<file path="config.mk">
export PLATFORM = sky130hd
export DESIGN_NAME = dds_wavegen
export DESIGN_NICKNAME = d
export VERILOG_FILES = /design/src/rtl/dds_pkg.sv /design/src/rtl/dds_phase_acc.sv /design/src/rtl/dds_sine_rom.sv /design/src/rtl/dds_shaper.sv /design/src/rtl/dds_wavegen.sv
export SDC_FILE = /design/constraint.sdc
export NUM_CORES = 1
export LEC_CHECK = 0
export BUFFER_PORTS_ARGS = -buffer_cell sky130_fd_sc_hd__clkbuf_2
export CAP_MARGIN = 20
export CORE_UTILIZATION = 40
export DETAILED_ROUTE_END_ITERATION = 10
export GPL_TIMING_DRIVEN = 0
export PLACE_DENSITY = 0.66
export SLEW_MARGIN = 15
export SYNTH_ARGS = -nofsm -noshare
export SYNTH_HDL_FRONTEND = slang
export SYNTH_SLANG_ARGS = --single-unit
</file>
<file path="constraint.sdc">
create_clock -name clk -period 15.1 [get_ports clk]
set_input_delay 3.02 -clock clk [delete_from_list [all_inputs] [get_ports clk]]
set_output_delay 3.02 -clock clk [all_outputs]
set_load 0.01 [all_outputs]
</file>
<file path="src/rtl/dds_pkg.sv">
package dds_pkg;

   typedef enum logic [1:0] {
      WAVE_SINE   = 2'd0,
      WAVE_SQUARE = 2'd1,
      WAVE_TRI    = 2'd2,
      WAVE_OFF    = 2'd3
   } wave_e;

   // First quarter of a sine period sampled at half-step offsets, excess above mid-scale
   function automatic logic [6:0] quarter_sine(input logic [5:0] idx);
      logic [6:0] v;
      case (idx)
         6'd0:  v = 7'd2;    6'd1:  v = 7'd5;    6'd2:  v = 7'd8;    6'd3:  v = 7'd11;
         6'd4:  v = 7'd14;   6'd5:  v = 7'd17;   6'd6:  v = 7'd20;   6'd7:  v = 7'd23;
         6'd8:  v = 7'd26;   6'd9:  v = 7'd29;   6'd10: v = 7'd32;   6'd11: v = 7'd36;
         6'd12: v = 7'd39;   6'd13: v = 7'd41;   6'd14: v = 7'd44;   6'd15: v = 7'd47;
         6'd16: v = 7'd50;   6'd17: v = 7'd53;   6'd18: v = 7'd56;   6'd19: v = 7'd59;
         6'd20: v = 7'd61;   6'd21: v = 7'd64;   6'd22: v = 7'd67;   6'd23: v = 7'd70;
         6'd24: v = 7'd72;   6'd25: v = 7'd75;   6'd26: v = 7'd77;   6'd27: v = 7'd80;
         6'd28: v = 7'd82;   6'd29: v = 7'd84;   6'd30: v = 7'd87;   6'd31: v = 7'd89;
         6'd32: v = 7'd91;   6'd33: v = 7'd93;   6'd34: v = 7'd96;   6'd35: v = 7'd98;
         6'd36: v = 7'd100;  6'd37: v = 7'd101;  6'd38: v = 7'd103;  6'd39: v = 7'd105;
         6'd40: v = 7'd107;  6'd41: v = 7'd109;  6'd42: v = 7'd110;  6'd43: v = 7'd112;
         6'd44: v = 7'd113;  6'd45: v = 7'd115;  6'd46: v = 7'd116;  6'd47: v = 7'd117;
         6'd48: v = 7'd118;  6'd49: v = 7'd120;  6'd50: v = 7'd121;  6'd51: v = 7'd122;
         6'd52: v = 7'd122;  6'd53: v = 7'd123;  6'd54: v = 7'd124;  6'd55: v = 7'd125;
         6'd56: v = 7'd125;  6'd57: v = 7'd126;  6'd58: v = 7'd126;  6'd59: v = 7'd127;
         6'd60: v = 7'd127;  6'd61: v = 7'd127;  6'd62: v = 7'd127;  default: v = 7'd127;
      endcase
      return v;
   endfunction

endpackage

</file>
<file path="src/rtl/dds_phase_acc.sv">
module dds_phase_acc #(
   parameter int FREQ_W    = 24,
   parameter int PHASE_W   = 32,
   parameter int TUNE_MULT = 159
) (
   input  logic               clk,
   input  logic               rst,
   input  logic [FREQ_W-1:0]  freq_hz,
   output logic [PHASE_W-1:0] step,
   output logic [PHASE_W-1:0] phase_q
);

   localparam int MULT_W = $clog2(TUNE_MULT + 1);
   localparam int PROD_W = FREQ_W + MULT_W;
   localparam logic [MULT_W-1:0] MULT_C = MULT_W'(TUNE_MULT);

   if (TUNE_MULT < 1) begin : g_bad_mult
      $error("dds_phase_acc: TUNE_MULT must be positive");
   end
   if (FREQ_W < 1 || PHASE_W < 2) begin : g_bad_width
      $error("dds_phase_acc: width parameters too small");
   end

   logic [PROD_W-1:0] prod;
   assign prod = PROD_W'(freq_hz) * PROD_W'(MULT_C);

   // Fit the product to the accumulator width
   if (PROD_W > PHASE_W) begin : g_trunc
      assign step = prod[PHASE_W-1:0];
   end else if (PROD_W < PHASE_W) begin : g_extend
      assign step = {{(PHASE_W-PROD_W){1'b0}}, prod};
   end else begin : g_exact
      assign step = prod;
   end

   always_ff @(posedge clk) begin
      if (rst) phase_q <= '0;
      else     phase_q <= phase_q + step;
   end

endmodule

</file>
<file path="src/rtl/dds_sine_rom.sv">
module dds_sine_rom #(
   parameter int ADDR_W = 8,
   parameter int DAC_W  = 8
) (
   input  logic [ADDR_W-1:0] addr,
   output logic [DAC_W-1:0]  sine
);
   import dds_pkg::*;

   localparam int IDX_W = ADDR_W - 2;
   localparam logic [DAC_W-1:0] MID_HI = DAC_W'(1 << (DAC_W - 1));
   localparam logic [DAC_W-1:0] MID_LO = MID_HI - DAC_W'(1);

   if (ADDR_W != 8 || DAC_W != 8) begin : g_bad_geom
      $error("dds_sine_rom: table is built for 8 address and 8 data bits");
   end

   logic [1:0]       quad;
   logic [IDX_W-1:0] idx_raw;
   logic [IDX_W-1:0] idx_fold;
   logic [DAC_W-1:0] mag;

   assign quad     = addr[ADDR_W-1 -: 2];
   assign idx_raw  = addr[IDX_W-1:0];
   // Second and fourth quarters read the table backwards
   assign idx_fold = quad[0] ? ~idx_raw : idx_raw;
   assign mag      = DAC_W'(quarter_sine(idx_fold));
   // Second half of the period lies below mid-scale
   assign sine     = quad[1] ? (MID_LO - mag) : (MID_HI + mag);

endmodule

</file>
<file path="src/rtl/dds_shaper.sv">
module dds_shaper #(
   parameter int PHASE_W = 32,
   parameter int DAC_W   = 8,
   parameter int AMP_W   = 2
) (
   input  logic               clk,
   input  logic               rst,
   input  logic [PHASE_W-1:0] phase,
   input  logic [1:0]         wave_sel,
   input  logic [AMP_W-1:0]   amp_shift,
   output logic [DAC_W-1:0]   dac_q
);
   import dds_pkg::*;

   localparam int MAX_SHIFT = (1 << AMP_W) - 1;

   if (PHASE_W < DAC_W + 1) begin : g_bad_phase
      $error("dds_shaper: phase must be wider than the output word");
   end
   if (MAX_SHIFT >= DAC_W) begin : g_bad_amp
      $error("dds_shaper: attenuation range exceeds the output word");
   end

   logic             msb;
   logic [DAC_W-1:0] sine_v;
   logic [DAC_W-1:0] square_v;
   logic [DAC_W-1:0] tri_bits;
   logic [DAC_W-1:0] tri_v;
   logic [DAC_W-1:0] wave_v;
   logic [DAC_W-1:0] stage [AMP_W+1];

   assign msb = phase[PHASE_W-1];

   dds_sine_rom #(.ADDR_W(DAC_W), .DAC_W(DAC_W)) u_rom (
      .addr (phase[PHASE_W-1 -: DAC_W]),
      .sine (sine_v)
   );

   assign square_v = {DAC_W{msb}};
   assign tri_bits = phase[PHASE_W-2 -: DAC_W];
   assign tri_v    = msb ? ~tri_bits : tri_bits;

   always_comb begin
      case (wave_e'(wave_sel))
         WAVE_SINE:   wave_v = sine_v;
         WAVE_SQUARE: wave_v = square_v;
         WAVE_TRI:    wave_v = tri_v;
         default:     wave_v = '0;
      endcase
   end

   // Logarithmic shifter, one stage per amplitude bit
   assign stage[0] = wave_v;
   for (genvar k = 0; k < AMP_W; k++) begin : g_shift
      assign stage[k+1] = amp_shift[k] ? (stage[k] >> (1 << k)) : stage[k];
   end

   always_ff @(posedge clk) begin
      if (rst) dac_q <= '0;
      else     dac_q <= stage[AMP_W];
   end

endmodule

</file>
<file path="src/rtl/dds_wavegen.sv">
module dds_wavegen #(
   parameter int FREQ_W    = 24,
   parameter int PHASE_W   = 32,
   parameter int DAC_W     = 8,
   parameter int AMP_W     = 2,
   parameter int TUNE_MULT = 159
) (
   input  logic              clk,
   input  logic              rst,
   input  logic [FREQ_W-1:0] freq_hz,
   input  logic [1:0]        wave_sel,
   input  logic [AMP_W-1:0]  amp_shift,
   output logic [DAC_W-1:0]  dac_word
);

   logic [PHASE_W-1:0] phase_q;
   logic [PHASE_W-1:0] step;

   dds_phase_acc #(
      .FREQ_W(FREQ_W), .PHASE_W(PHASE_W), .TUNE_MULT(TUNE_MULT)
   ) u_acc (
      .clk     (clk),
      .rst     (rst),
      .freq_hz (freq_hz),
      .step    (step),
      .phase_q (phase_q)
   );

   dds_shaper #(
      .PHASE_W(PHASE_W), .DAC_W(DAC_W), .AMP_W(AMP_W)
   ) u_shape (
      .clk       (clk),
      .rst       (rst),
      .phase     (phase_q),
      .wave_sel  (wave_sel),
      .amp_shift (amp_shift),
      .dac_q     (dac_word)
   );

endmodule

</file>
Word level (Yosys, flattened, before mapping) --
Memory sizes are Yosys's and may differ from the RTL's. Index checks and enable logic that the tools add are counted.
Word-level totals: memories kept 1, input bits 30, output and inout port bits 8, memory bits (read-only) 448, flip-flop bits (word level) 40
Memories:
- (no name shown) | words 64, width 7, read ports 1, clocked after memory_dff 0, wr ports 0, line dds_pkg.sv:13 | case (idx)
Cells by class: reductions and logical operators 2, equal/unequal tests 2, multiplexer cells 6, multipliers 1, bitwise operators 2, $add $sub $neg 3
Operators with widths (number):
- 32-bit adder | 1
- 24-bit by 8-bit multiplier with 32-bit output (second input constant) | 1
- 8-bit two-way mux | 3
- 8-bit case mux with 3 select lines | 1
- 6-bit two-way mux | 2
- 8-bit by 7-bit adder with 8-bit output (first input constant) | 1
- 8-bit NOT | 1
- 7-bit by 7-bit subtractor with 8-bit output (first input constant) | 1
- 6-bit NOT | 1
- 2-bit by 1-bit equality test with 1-bit output (second input constant) | 1
- 2-bit equality test (second input constant) | 1
- 2-bit logical NOT | 1
- 2-bit OR reduction | 1

Depth between registers and ports, before layout --
Gate-level depths: netlist (run 1). An unclocked memory read counts as a cell.
depth after elaboration 8, depth in mapped cells 18, mapped depth without buffers 18

By module --
A second synthesis (run 1) with hierarchy kept.
Unflattened totals: cell total of the unflattened synthesis 1041, area total of the unflattened synthesis 8434.3 um^2
Modules (own cells, without submodules):
- dds_phase_acc | area an instance 6491.2 um^2, cells each 757, times used 1, seq. area each 640.6 um^2
- dds_sine_rom | area an instance 1410.1 um^2, cells each 224, times used 1, seq. area each 0.0 um^2
- dds_shaper | area an instance 533.0 um^2, cells each 60, times used 1, seq. area each 160.2 um^2

Least setup slack after synthesis (run 1) --
OpenSTA, ideal clock, no wires.
path kind input-to-reg, from input freq_hz[14], to register u_acc.phase_q[30], buffers on the path 0, data arrival time 7094 ps, slack 7882 ps, setup time 123 ps, cell stages on the path 15, path through fa_1 -> fa_1 -> fa_1 -> inv_1 -> fa_1 -> inv_1 -> ha_1 -> a21o_1 -> a21oi_1 -> o21ai_1 -> a221o_1 -> a2111oi_2 -> o31ai_1 -> o31ai_1 -> mux2_1
Between the ends: cells in the longest elaborated chain, start to end 2
Ends and longest elaborated chain:
- start, declared | line dds_wavegen.sv:10 | input logic [FREQ_W-1:0] freq_hz,
- 24-bit by 8-bit multiplier with 32-bit output | line dds_phase_acc.sv:25 | assign prod = PROD_W'(freq_hz) * PROD_W'(MULT_C);
- 32-bit adder | line dds_phase_acc.sv:38 | else phase_q <= phase_q + step;
- end signal, assigned | line dds_phase_acc.sv:38
- end, declared | line dds_phase_acc.sv:10 | output logic [PHASE_W-1:0] phase_q
Every way passes these cells. A chain may end at the register's enable or synchronous reset.

Final worst setup path (run 1) --
from input freq_hz[15], to register u_acc.phase_q[30]
Same word-level chain as after synthesis.

==> results list, run 1 <==
* Number of gates given a new drive strength after cts: 0
* Number of global-route vias before repair: roughly 6.5k
- Sequential fraction of the synthesis area: between 10% and 20%
- During synthesis, Yosys emitted a total of 0 warnings.
- STA puts the critical path data arrival time at between 7 and 8 ns.
* Share of the synthesized area in compound gates (AO/OA/AOI/OAI): between 10% and 20%
- Cells taking the most area after synthesis: fa_1, ha_1, dfxtp_1
- Measured against its own limit, the worst slew margin works out to between 60 and 70%.
- Between clock sinks in the finished design, the worst skew comes to about 0.0048 ns.
- Combinational family with the most area after synthesis: adder cells
* Setup bufs post-CTS: 0
- After the last flow step, the layout net total stands at 1184.
- CTS H-Tree Depth: 2
* Placed wire-length estimate after detailed placement: roughly 16000 um
- Commonest cells post-synth: inv_1, fa_1, ha_1, nor2_1, dfxtp_1
- Buffers from clock root to sink, at most: 2
* Via count of the routed design: about 6.4k
* Worst Path Class, Setup: input pin to flip-flop
- The mapped netlist covers ~0.008 sq mm.
- The repair_antennas step left the layout with diodes totalling 0.
- Crit path max fanout: 9
* Die extent in x: approximately 140 um
- After global routing the overflow that remains totals 0.
* DRT antenna net count: 0
- In this run the critical register-to-register path is launched from u_acc.phase_q[20]$_SDFF_PP0_.
- The signal on the critical path passes through clkbuf_2 -> inv_1 -> fa_1 -> inv_1 -> fa_1 -> fa_1 -> inv_1 -> fa_1 -> inv_1 -> ha_1 -> and4_1 -> and3_1 -> nand3_1 -> nand2_1 -> a2111oi_2 -> o31ai_1 -> o31ai_1 -> mux2_1.
* Global-route wire length before repair: between 30000 and 40000 um
- Data required time of the critical path: 15.27 ns
* Clock tree from TritonCTS: built
- In the final timing run, aggregate negative setup slack is 0 ns.
- In this run the register-to-register setup slack is between 10 and 15 ns.
- Total die area: 0.0204 sq mm
- Area fraction of the dominant cell type after synthesis: just under 30%
* Post-synthesis share of cell area spent on full adders, half adders and majority gates: 40.8%
- DRT Wirelength: roughly 19000 um
* Biggest area consumer among synthesized cells: fa_1
- CP max stage cell: fa_1
- Status: finished clean
- Shortest period the worst path allows: ~7.6 ns
- Total core area: about 0.019 sq mm
- Number of pins with negative max-slew slack in the final report: 0
* Clock tree root buffer cell: clkbuf_16
* Signed area change from the synthesized netlist to the final layout: 8.25%
- For this design the top-level I/O count stands at 38.
- Max-cap viol count: 0
- The worst path uses 50.1% of the clock period.
- After synthesis, the netlist uses 86 different library cells.
* Count of flip-flops with a built-in enable after synthesis: 0
- The final count of hold timing violations came to 0.
* Source of the critical timing path: freq_hz[15]
* Drt first pass iters: 5
* Per-cell routed wire length: 15.4 um
- In this run the worst hold path is classified as flip-flop to flip-flop.
- The initial antenna violation count came to 0.
* Setup repair after global routing missed its margin: false
- Count of buffers from port buffering: 35
- At the later pin of the worst-skew pair, clock insertion delay measures around 0.29 ns.
* Async S/R FF share, synth: 0%
- Violation count after the first detailed-routing iteration: 456
- For this configuration, the core starts out at a cell density of approximately two fifths.
- The kind of cell with the highest combined delay along the critical path is adder cells.
- Setup violations remaining at the end of the flow were counted as 0.
- Share of post-route cells with drive strength above 1: about 8.6%
- Number of buffers created by CTS: 5
- The critical path contains buffers and inverters numbering 5 combined.
- Achievable frequency: between 100 and 150 MHz
* Kind of end point of the critical path: flip-flop
- Routed vias/inst: between 5 and 6
* Synthesized Nets: 1142
- Buffers inserted to repair hold after CTS numbered 0.
* Worst min-delay path startpoint: u_acc.phase_q[0]$_SDFF_PP0_
* Cell with the most instances after synthesis: inv_1
- Xor and xnor area share after synthesis: around 3.2%
- Top FF cell, synth: dfxtp_1
* Fraction of synthesized area in multiplexers: about 2.3%
- Number of sinks on the clock net: 40
- Mean instance size in the synthesized netlist: ~8.6 sq um
- DRC errors left: 0
* Largest net degree at the start of global routing: 13
* Placer Congestion: between 0.9 and 1
* Least-Margin Pin Slew: between 0.5 and 0.6 ns
- Simple-gate area share of the yosys netlist: 15.1%
- Clock-pin slew was measured on the worst setup and hold paths at about 0.06 ns.
- Synthesis handed over a netlist of about 900 instances.
- CP Launch Type: input pin
* # rows: 51
* Count of state elements after synthesis: 40
- On the worst path, the slowest cell contributes a delay of 0.54 ns.
* Die height: around 140 um
- Total global routing track utilization: roughly a fifth
- Fill cells in the final layout number between 1.5k and 2k.
==> metal layers <==
metal | vias up | GRT usage [%] | share of wire (%)
met5 | - | 0 | 0
met4 | 0 | 4.53 | 1.4
met3 | 19 | 2.05 | 5.1
met2 | 192 | 33.3 | 46
met1 | 3100 | 27.7 | 47
li1 | 3126 | - | -
==> registers in the layout (all words and copies together), names as in the netlist <==
register and cells:
u_acc.phase_q 32, u_shape.dac_q 8
==> metrics by stage <==
step	hold WS (ns)	area, sq um	setup slack, ns	std cells	util, %
after floorplan	0.524	7950	7.88	922	-
after global placement	0.536	8450	7.27	1222	43.4
after detailed placement	0.551	8450	7.26	1222	43.4
after CTS	0.572	8600	7.55	1230	44.2
after global routing	0.625	8600	7.32	1230	44.2
final	0.562	8600	7.53	1230	44.2
==> layout make-up <==
| cell class | instances | area (sq um) | area share (%) |
|---|---|---|---|
| clock buffers | 6 | 139 | 1.61 |
| flip-flops and latches | 40 | 801 | 9.31 |
| clock inverters | 2 | 10.0 | 0.116 |
| inverters | 211 | 792 | 9.21 |
| plain buffers | 39 | 238 | 2.76 |
| well taps | 265 | 332 | 3.85 |
| multi-input cells | 632 | 6120 | 71.1 |
| repair buffers | 35 | 175 | 2.04 |
==> cells in the final DEF (no fill, tap or decap), types with 4 or more instances in the layout <==
| cell type | synthesis | routed |
|---|---|---|
| inv_1 | 208 | 208 |
| fa_1 | 115 | 115 |
| ha_1 | 75 | 75 |
| nor2_1 | 45 | 45 |
| dfxtp_1 | 40 | 40 |
| a21oi_1 | 39 | 39 |
| nand2_1 | 37 | 37 |
| clkbuf_2 | 0 | 35 |
| o21ai_0 | 23 | 23 |
| nor3_1 | 21 | 21 |
| nand2b_1 | 17 | 17 |
| a21o_1 | 16 | 16 |
| clkbuf_1 | 15 | 15 |
| nor2b_1 | 15 | 15 |
| nand3_1 | 15 | 15 |
| xnor2_1 | 15 | 15 |
| mux2i_1 | 14 | 14 |
| xor2_1 | 12 | 12 |
| a211oi_1 | 12 | 12 |
| buf_2 | 10 | 10 |
| o21ai_1 | 9 | 9 |
| or3_1 | 8 | 8 |
| nor3b_1 | 8 | 8 |
| buf_6 | 7 | 7 |
| buf_4 | 7 | 7 |
| o31ai_1 | 7 | 7 |
| a31oi_1 | 7 | 7 |
| nand4_1 | 7 | 7 |
| and2_1 | 6 | 6 |
| o22ai_1 | 6 | 6 |
| and3_1 | 5 | 5 |
| clkbuf_16 | 0 | 5 |
| o211ai_1 | 4 | 4 |
| o221ai_1 | 4 | 4 |
| nand3b_1 | 4 | 4 |
==> cell families after synthesis <==
group | count (synthesis)
buffers and inverters | 250
AND/OR/NAND/NOR | 218
adder cells (fa/ha/maj) | 190
AO/OA/AOI/OAI | 178
flip-flops | 40
XOR/XNOR | 28
multiplexers | 18
==> path summary, 6_finish.rpt <==
check,end,cells after the start
max reg2reg,u_acc.phase_q[30]$_SDFF_PP0_,15
max,u_acc.phase_q[30]$_SDFF_PP0_,18
min,u_acc.phase_q[0]$_SDFF_PP0_,2
min reg2reg,u_acc.phase_q[0]$_SDFF_PP0_,2
==> worst register-to-register path: stages (launching register included) <==
cell,delay [ns]
dfxtp_1,0.34
fa_1,0.45
fa_1,0.50
fa_1,0.54
inv_1,0.05
fa_1,0.52
inv_1,0.04
ha_1,0.38
and4_1,0.24
and3_1,0.21
nand3_1,0.08
nand2_1,0.07
a2111oi_2,0.47
o31ai_1,0.20
o31ai_1,0.31
mux2_1,0.35
Power of run 1 is left out: the tool's default activity adds up to more than one toggle a clock period on the data nets, which glitch-free logic cannot reach.
==> run 2, diff against run 1 <==
PLACE_DENSITY = 0.68   (was 0.66)
clock period = 6.2 ns   (was 15.1 ns; I/O delays follow)
==> results list, run 2 (synthesized netlist as in run 1, its figures left out) <==
- Setup bufs post-CTS: 0 (unchanged)
- DRC errors left: 0 (unchanged)
- The largest registers in the layout are u_acc.phase_q x32, u_shape.dac_q x8.
* Setup repair after global routing missed its margin: false
- The count of buffers from port buffering was 35 (unchanged).
- The largest individual stage delay along the critical path comes from the cell fa_1.
- The number of cells on the worst hold path was 2 (unchanged).
- The antenna diode instance count is 0 (unchanged).
- The critical path in this run is classified as input pin to flip-flop.
- Drt first pass iters: 8 (+3)
* Post-Route Setup TNS: 0 ns (unchanged)
- The clock network latency to the later pin of the worst-skew pair was 0.28 ns (about the same).
- The wire length after detailed routing was 18700 um (-0.78%).
- The floorplan core area was 0.0195 sq mm (unchanged).
- Placed wire-length estimate after detailed placement: 15700 um (-1.9%)
- Relative to the synthesized area, the layout overhead comes to 8.44%.
- The actual slew at the worst max-slew pin came to 0.588 ns (+0.0222 ns).
- Worst reg2reg endpoint: u_acc.phase_q[30]$_SDFF_PP0_
* Max-cap viol count: 0 (unchanged)
- CTS H-Tree Depth: 2 (unchanged)
- Number of buffers created by CTS: 5 (unchanged)
- Hold violation total from the final report: 0 (unchanged)
- The clock tree buffer depth is 2 (unchanged).
* Die height: 143 um (unchanged)
- The fraction of layout cells with a size suffix above 1 came to 8.50% (-0.10 points).
- Total congestion overflow after global routing: 0 (unchanged)
- Clock tree root buffer cell: clkbuf_16
* Placer Congestion: 0.948 (-1.9%)
* Total die area: 0.0204 sq mm (unchanged)
* Violation count after the first detailed-routing iteration: 487 (+6.8%)
- Routed vias/inst: 5.25 (+0.37%)
- The count of non-filler cells in the finished layout was 1230 (unchanged).
- The remaining number of nets flagged by the antenna check after routing was 0 (unchanged).
- CP Launch Type: input pin
- Number of placed instances, taps included: 1222 (unchanged)
- # rows: 51 (unchanged)
* Clock tree from TritonCTS: built
- Initial antenna violation count: 0 (unchanged)
- More flip-flops sit in one register than any other, and that register is u_acc.phase_q.
- Number of sinks on the clock net: 40 (unchanged)
- The total I/O pin count was 38 (unchanged).
- The final-stage net count came to 1184 (unchanged).
* Number of hold-repair buffers added at the cts stage: 0 (unchanged)
* Achievable frequency: 171 MHz
- CP peak stage delay: 0.56 ns (+0.02 ns)
- Traced cell by cell, the critical path runs through clkbuf_2 -> inv_1 -> fa_1 -> inv_1 -> fa_1 -> fa_1 -> inv_1 -> fa_1 -> inv_1 -> ha_1 -> and4_1 -> and3_1 -> nand3_1 -> nand2_1 -> a2111oi_2 -> o31ai_1 -> o31ai_1 -> mux2_1.
- The reg2reg setup slack is 1.28 ns (-8.94 ns).
* Worst min-delay path startpoint: u_acc.phase_q[0]$_SDFF_PP0_
- The worst-path maximum fanout was 9 (unchanged).
* Number of gates given a new drive strength after cts: 0 (unchanged)
- Global-route wire length before repair: 31700 um (-1.3%)
- The overall fraction of global-route tracks in use came to 19.6% (-0.34 points).
- Worst-path clk slew: 0.06 ns (about the same)
- The worst clock skew on the final layout was 0.00998 ns (+0.00517 ns).
- In this run the critical register-to-register path is launched from u_acc.phase_q[20]$_SDFF_PP0_.
- The data arrival time at the worst-slack endpoint came to 6.01 ns (-1.73 ns).
* Die extent in x: 143 um (unchanged)
- The number of max-slew violations in the final report is 0 (unchanged).
- The routed length per placed instance came to 15.2 um (-0.78%).
- The run finished with clean final reports.
* Max reg flops: 32 (unchanged)
- Via count of the routed design: 6461 (+0.37%)
- The via count of the first global-routing pass is 6499 (-0.25%).
* Period Utilization, post-route: ~94%
- Top library cells by usage in the layout, fill and taps aside: inv_1, fa_1, ha_1, nor2_1, dfxtp_1
- For hold timing, the worst endpoint is u_acc.phase_q[0]$_SDFF_PP0_.
- Leaving out fill and tap cells, the most frequent cell in the layout is inv_1.
- The worst hold path belongs to the class flip-flop to flip-flop.
* Data required time of the critical path: 6.37 ns (-8.90 ns)
- Largest net degree at the start of global routing: 13 (unchanged)
* Setup-violating endpoint count in the final report: 0 (unchanged)
- The worst setup path is captured at a flip-flop.
- Slew margin rel.: 60.8% (-1.5 points)
* Worst reg2reg path depth: 15 (unchanged)
* Starting Density: 40.8% (unchanged)
- Counting I/O delays and the setup requirement, the final critical path takes approximately 5.8 ns.
## run 2: cell count changes in the layout (fill, tap and decap cells not counted), sizes merged
| cell | delta |
|---|---|
| bufinv | +1 |
| clkinv | -1 |
## run 2: how the worst max path moves through the flow
stage                      startpoint                            to  slack [ns]  depth (start not counted)
after floorplan           freq_hz[14]  u_acc.phase_q[30]$_SDFF_PP0_        0.76                         15
after global placement    freq_hz[10]  u_acc.phase_q[30]$_SDFF_PP0_        0.17                         18
after detailed placement  freq_hz[15]  u_acc.phase_q[30]$_SDFF_PP0_        0.11                         18
after CTS                 freq_hz[15]  u_acc.phase_q[30]$_SDFF_PP0_        0.40                         18
after global routing       freq_hz[3]  u_acc.phase_q[30]$_SDFF_PP0_        0.09                         18
final                     freq_hz[15]  u_acc.phase_q[30]$_SDFF_PP0_        0.35                         18
## run 2: stage by stage
step / instance area [sq um] / utilization [%] / worst slack [ns] / hold WS [ns]
2_1_floorplan: 7950 / - / 0.762 / 0.524
3_3_place_gp: 8450 / 43.4 / 0.165 / 0.537
3_5_place_dp: 8450 / 43.4 / 0.110 / 0.544
4_1_cts: 8620 / 44.3 / 0.397 / 0.559
5_1_grt: 8620 / 44.3 / 0.0946 / 0.627
6_report: 8620 / 44.3 / 0.352 / 0.553
## run 2: metal layers
layer	vias up	GRT usage, %	part of all wire [%]
met5	-	0	0
met4	0	5.15	2.0
met3	33	2.08	5.6
met2	225	32.3	46
met1	3075	27.2	46
li1	3128	-	-
## run 2: area by class of cell
type | instances | area, sq um
well taps | 265 | 332
plain buffers | 39 | 238
clock inverters | 2 | 35.0
clock buffers | 6 | 129
multi-input cells | 632 | 6120
repair buffers | 35 | 175
fillers | 1918 | 10800
flip-flops and latches | 40 | 801
inverters | 211 | 792
## run 2: worst max-delay path, delay by kind of cell
family,cells,cell delay [ns]
compound gates,3,0.96
mux,1,0.36
fa+ha+maj,5,2.35
simple gates,4,0.59
buf+inv,5,0.50
Power of run 2 is left out for the same reason.
==> run 3, diff against run 2 <==
ABC_AREA = 1   (was default)
==> results list, run 3 <==
- Global Route met1 Usage: 23.9% (-3.3 points)
- The clock network latency to the later pin of the worst-skew pair is 0.29 ns (about the same).
- The global placement routability congestion was 0.874 (-7.8%).
* Achievable frequency: 192 MHz (+12%)
- Xor and xnor area share after synthesis: 1.06% (-2.1 points)
- I/O pin count: 38 (unchanged)
- The overall fraction of global-route tracks in use came to 18.0% (-1.6 points).
- Number of distinct library cells after synthesis: 37 (-57%)
- Synth Cell Area: 0.00722 sq mm (-9.2%)
- The fraction of registers with async set or reset after synthesis was 0% (unchanged).
* Max-cap viol count: 0 (unchanged)
* Worst Path Class, Setup: input pin to flip-flop
* Shortest period the worst path allows: 5.22 ns (-0.627 ns)
* Post-synthesis share of cell area spent on full adders, half adders and majority gates: 44.9% (+4.1 points)
* Starting Density: 41.3% (+0.46 points)
- Kind of end point of the critical path: flip-flop
- Routed vias/inst: 4.79 (-8.9%)
- Register ranked first by flip-flop count: u_acc.phase_q
* CP Launch Type: input pin
- The post-synthesis cell count came to 940 (+2.0%).
- Sequential fraction of the synthesis area: 11.1% (+1.0 points)
- TritonCTS built the clock tree.
- The final count of hold timing violations was 0 (unchanged).
- Largest net degree at the start of global routing: 14 (+1)
* Share of the synthesized area in compound gates (AO/OA/AOI/OAI): 10.1% (-5.4 points)
- Counting instances in the post-synthesis netlist gives the leading cell types as inv_1, nand2_1, fa_1, ha_1, nand3_1.
- Yosys warnings: 0 (unchanged)
* Number of pins with negative max-slew slack in the final report: 0 (unchanged)
- The data arrival time at the worst-slack endpoint came to 5.40 ns (-0.61 ns).
- Cells taking the most area after synthesis: fa_1, ha_1, inv_1
- DRC errors left: 0 (unchanged)
* Synthesized Nets: 1160 (+1.6%)
* Placement Cell Area: 0.00767 sq mm (-9.2%)
- The post-synthesis share of cell area spent on and, or, nand and nor gates was 18.8% (+3.7 points).
- The count of flip-flops with a built-in enable after synthesis is 0 (unchanged).
- Setup-violating endpoint count in the final report: 0 (unchanged)
* DRT antenna net count: 0 (unchanged)
- CTS H-Tree Depth: 2 (unchanged)
* Drt first pass iters: 5 (-3)
- The initial antenna violation count is 0 (unchanged).
* # rows: 48 (-5.9%)
* Setup bufs post-CTS: 0 (unchanged)
* Total die area: 0.0186 sq mm (-9.1%)
- The number of cells upsized or downsized after cts is 0 (unchanged).
- Share of post-route cells with drive strength above 1: 7.63% (-0.87 points)
* Number of hold-repair buffers added at the cts stage: 0 (unchanged)
- The via count of the first global-routing pass is 5851 (-10%).
- From synthesis to final layout, the design area changed by 9.31%.
- Post-Route Setup TNS: 0 ns (unchanged)
- The post-synthesis area per instance is 7.68 sq um (-11%).
- The y dimension of the die was 136 um (-4.6%).
- The relative max-transition margin is 57.2% (-3.6 points).
- Per-cell routed wire length: 12.5 um (-18%)
- Max reg flops: 32 (unchanged)
- After synthesis, the largest family of logic cells by area is adder cells.
* Non-Filler Cell Area, Final: 0.00789 sq mm (-8.5%)
- The antenna diode instance count was 0 (unchanged).
- The data required time of the critical path is 6.38 ns (about the same).
- Global-route wire length before repair: 27000 um (-15%)
- The floorplan core area was 0.0175 sq mm (-10%).
- Top library cells by usage in the layout, fill and taps aside: inv_1, nand2_1, fa_1, ha_1, nand3_1
- The tightest min-delay check is of the flip-flop to flip-flop type.
- Via count of the routed design: 5783 (-10%)
- DRT Wirelength: 15100 um (-19%)
- Crit path max fanout: 5 (-4)
- Biggest area consumer among synthesized cells: fa_1
* Placed wire-length estimate after detailed placement: 13200 um (-16%)
* Setup repair after global routing missed its margin: false
* Number of buffers created by CTS: 5 (unchanged)
* Number of sinks on the clock net: 40 (unchanged)
* Most used routing layer: met2
- The run finished with clean final reports.
- The final core utilization came to 45.1% (+0.86 points).
* Met3 capacity usage during global routing: 1.12% (-0.96 points)
* Buffers from clock root to sink, at most: 2 (unchanged)
- The actual slew at the worst max-slew pin is 0.636 ns (+0.0481 ns).
- Count of state elements after synthesis: 40 (unchanged)
- Cell with the most instances after synthesis: inv_1
- Layout Nets: 1202 (+1.5%)
* Period Utilization, post-route: 84.2% (-10 points)
* Violation count after the first detailed-routing iteration: 247 (-49%)
- The die width was 136 um (-4.6%).
* Clock tree root buffer cell: clkbuf_16
- Area occupied by multi-input gates: 0.00541 sq mm (-12%)
- Commonest non-fill, non-tap cell in the layout: inv_1
- Largest registers ranked by flip-flop count: u_acc.phase_q x32, u_shape.dac_q x8
- The mux share of post-synthesis cell area is 0% (-2.3 points).
* Met2 usage in global routing: 32.0% (-0.40 points)
- The worst clock skew on the final layout was 0.00450 ns (-0.00548 ns).
* Count of buffers from port buffering: 35 (unchanged)
* FILL cells: 1736 (-9.5%)
* Top FF cell, synth: dfxtp_1
- Combined flip-flop and latch cell area: 801 sq um (unchanged)
* Area fraction of the dominant cell type after synthesis: 31.9% (+2.9 points)
- Total congestion overflow after global routing: 0 (unchanged)
* Worst-path clk slew: 0.06 ns (about the same)
run 3: cell types whose count changed after synthesis, sizes merged, moves of 14 or more:
| cell | change |
|---|---|
| nand2 | +127 |
| nor2b | -15 |
| mux2i | -14 |
| inv | +34 |
| buf | -15 |
| nor3 | -16 |
| nand2b | -17 |
| nand3 | +58 |
| a21oi | +16 |
| o21ai | +21 |
run 3: final timing paths:
kind | startpoint | endpoint | slack (ns) | cells after the start
max | freq_hz[15] | u_acc.phase_q[27]$_SDFF_PP0_ | 0.98 | 18
min | u_acc.phase_q[0]$_SDFF_PP0_ | u_acc.phase_q[0]$_SDFF_PP0_ | 0.55 | 3
min reg2reg | u_acc.phase_q[0]$_SDFF_PP0_ | u_acc.phase_q[0]$_SDFF_PP0_ | 0.55 | 3
max reg2reg | u_acc.phase_q[21]$_SDFF_PP0_ | u_acc.phase_q[27]$_SDFF_PP0_ | 1.93 | 15
run 3: layout make-up:
type | count | area share [%]
Clock buffer | 5 | 1.59
Tap cell | 225 | 3.57
Clock inverter | 3 | 1.14
Inverter | 245 | 11.7
Timing Repair Buffer | 35 | 2.22
Sequential cell | 40 | 10.2
Buffer | 12 | 1.09
Multi-Input combinational cell | 643 | 68.6
run 3: worst max-delay path, stage by stage:
cell and delay (ns):
clkbuf_2 0.21, inv_1 0.13, fa_1 0.43, inv_1 0.08, fa_1 0.43, fa_1 0.54
inv_1 0.05, fa_1 0.53, inv_1 0.04, ha_1 0.34, nand2_1 0.12, nor4_1 0.59
nand4_1 0.17, nand3_1 0.16, nand2_1 0.07, nand2_1 0.08, a21oi_1 0.06, o21a_1 0.12
run 3: cells by family after synthesis:
group	after synthesis
flip-flops	40
buffers and inverters	257
AO/OA/AOI/OAI	131
adder cells (fa/ha/maj)	190
XOR/XNOR	7
AND/OR/NAND/NOR	315
run 3: metal layers:
layer  up-vias  share of wire, %
li1       2987                 -
met1      2709                48
met5         -                 0
met2        73                49
met4         0               1.1
met3        14               2.2
run 3: stage by stage:
step                      cells  worst slack (ns)  hold slack (ns)
after floorplan             940              1.40            0.519
after global placement     1200             0.749            0.527
after detailed placement   1200             0.698            0.543
after CTS                  1208             0.989            0.559
after global routing       1208             0.642            0.586
final                      1208             0.979            0.547
Power of run 3 is left out for the same reason.
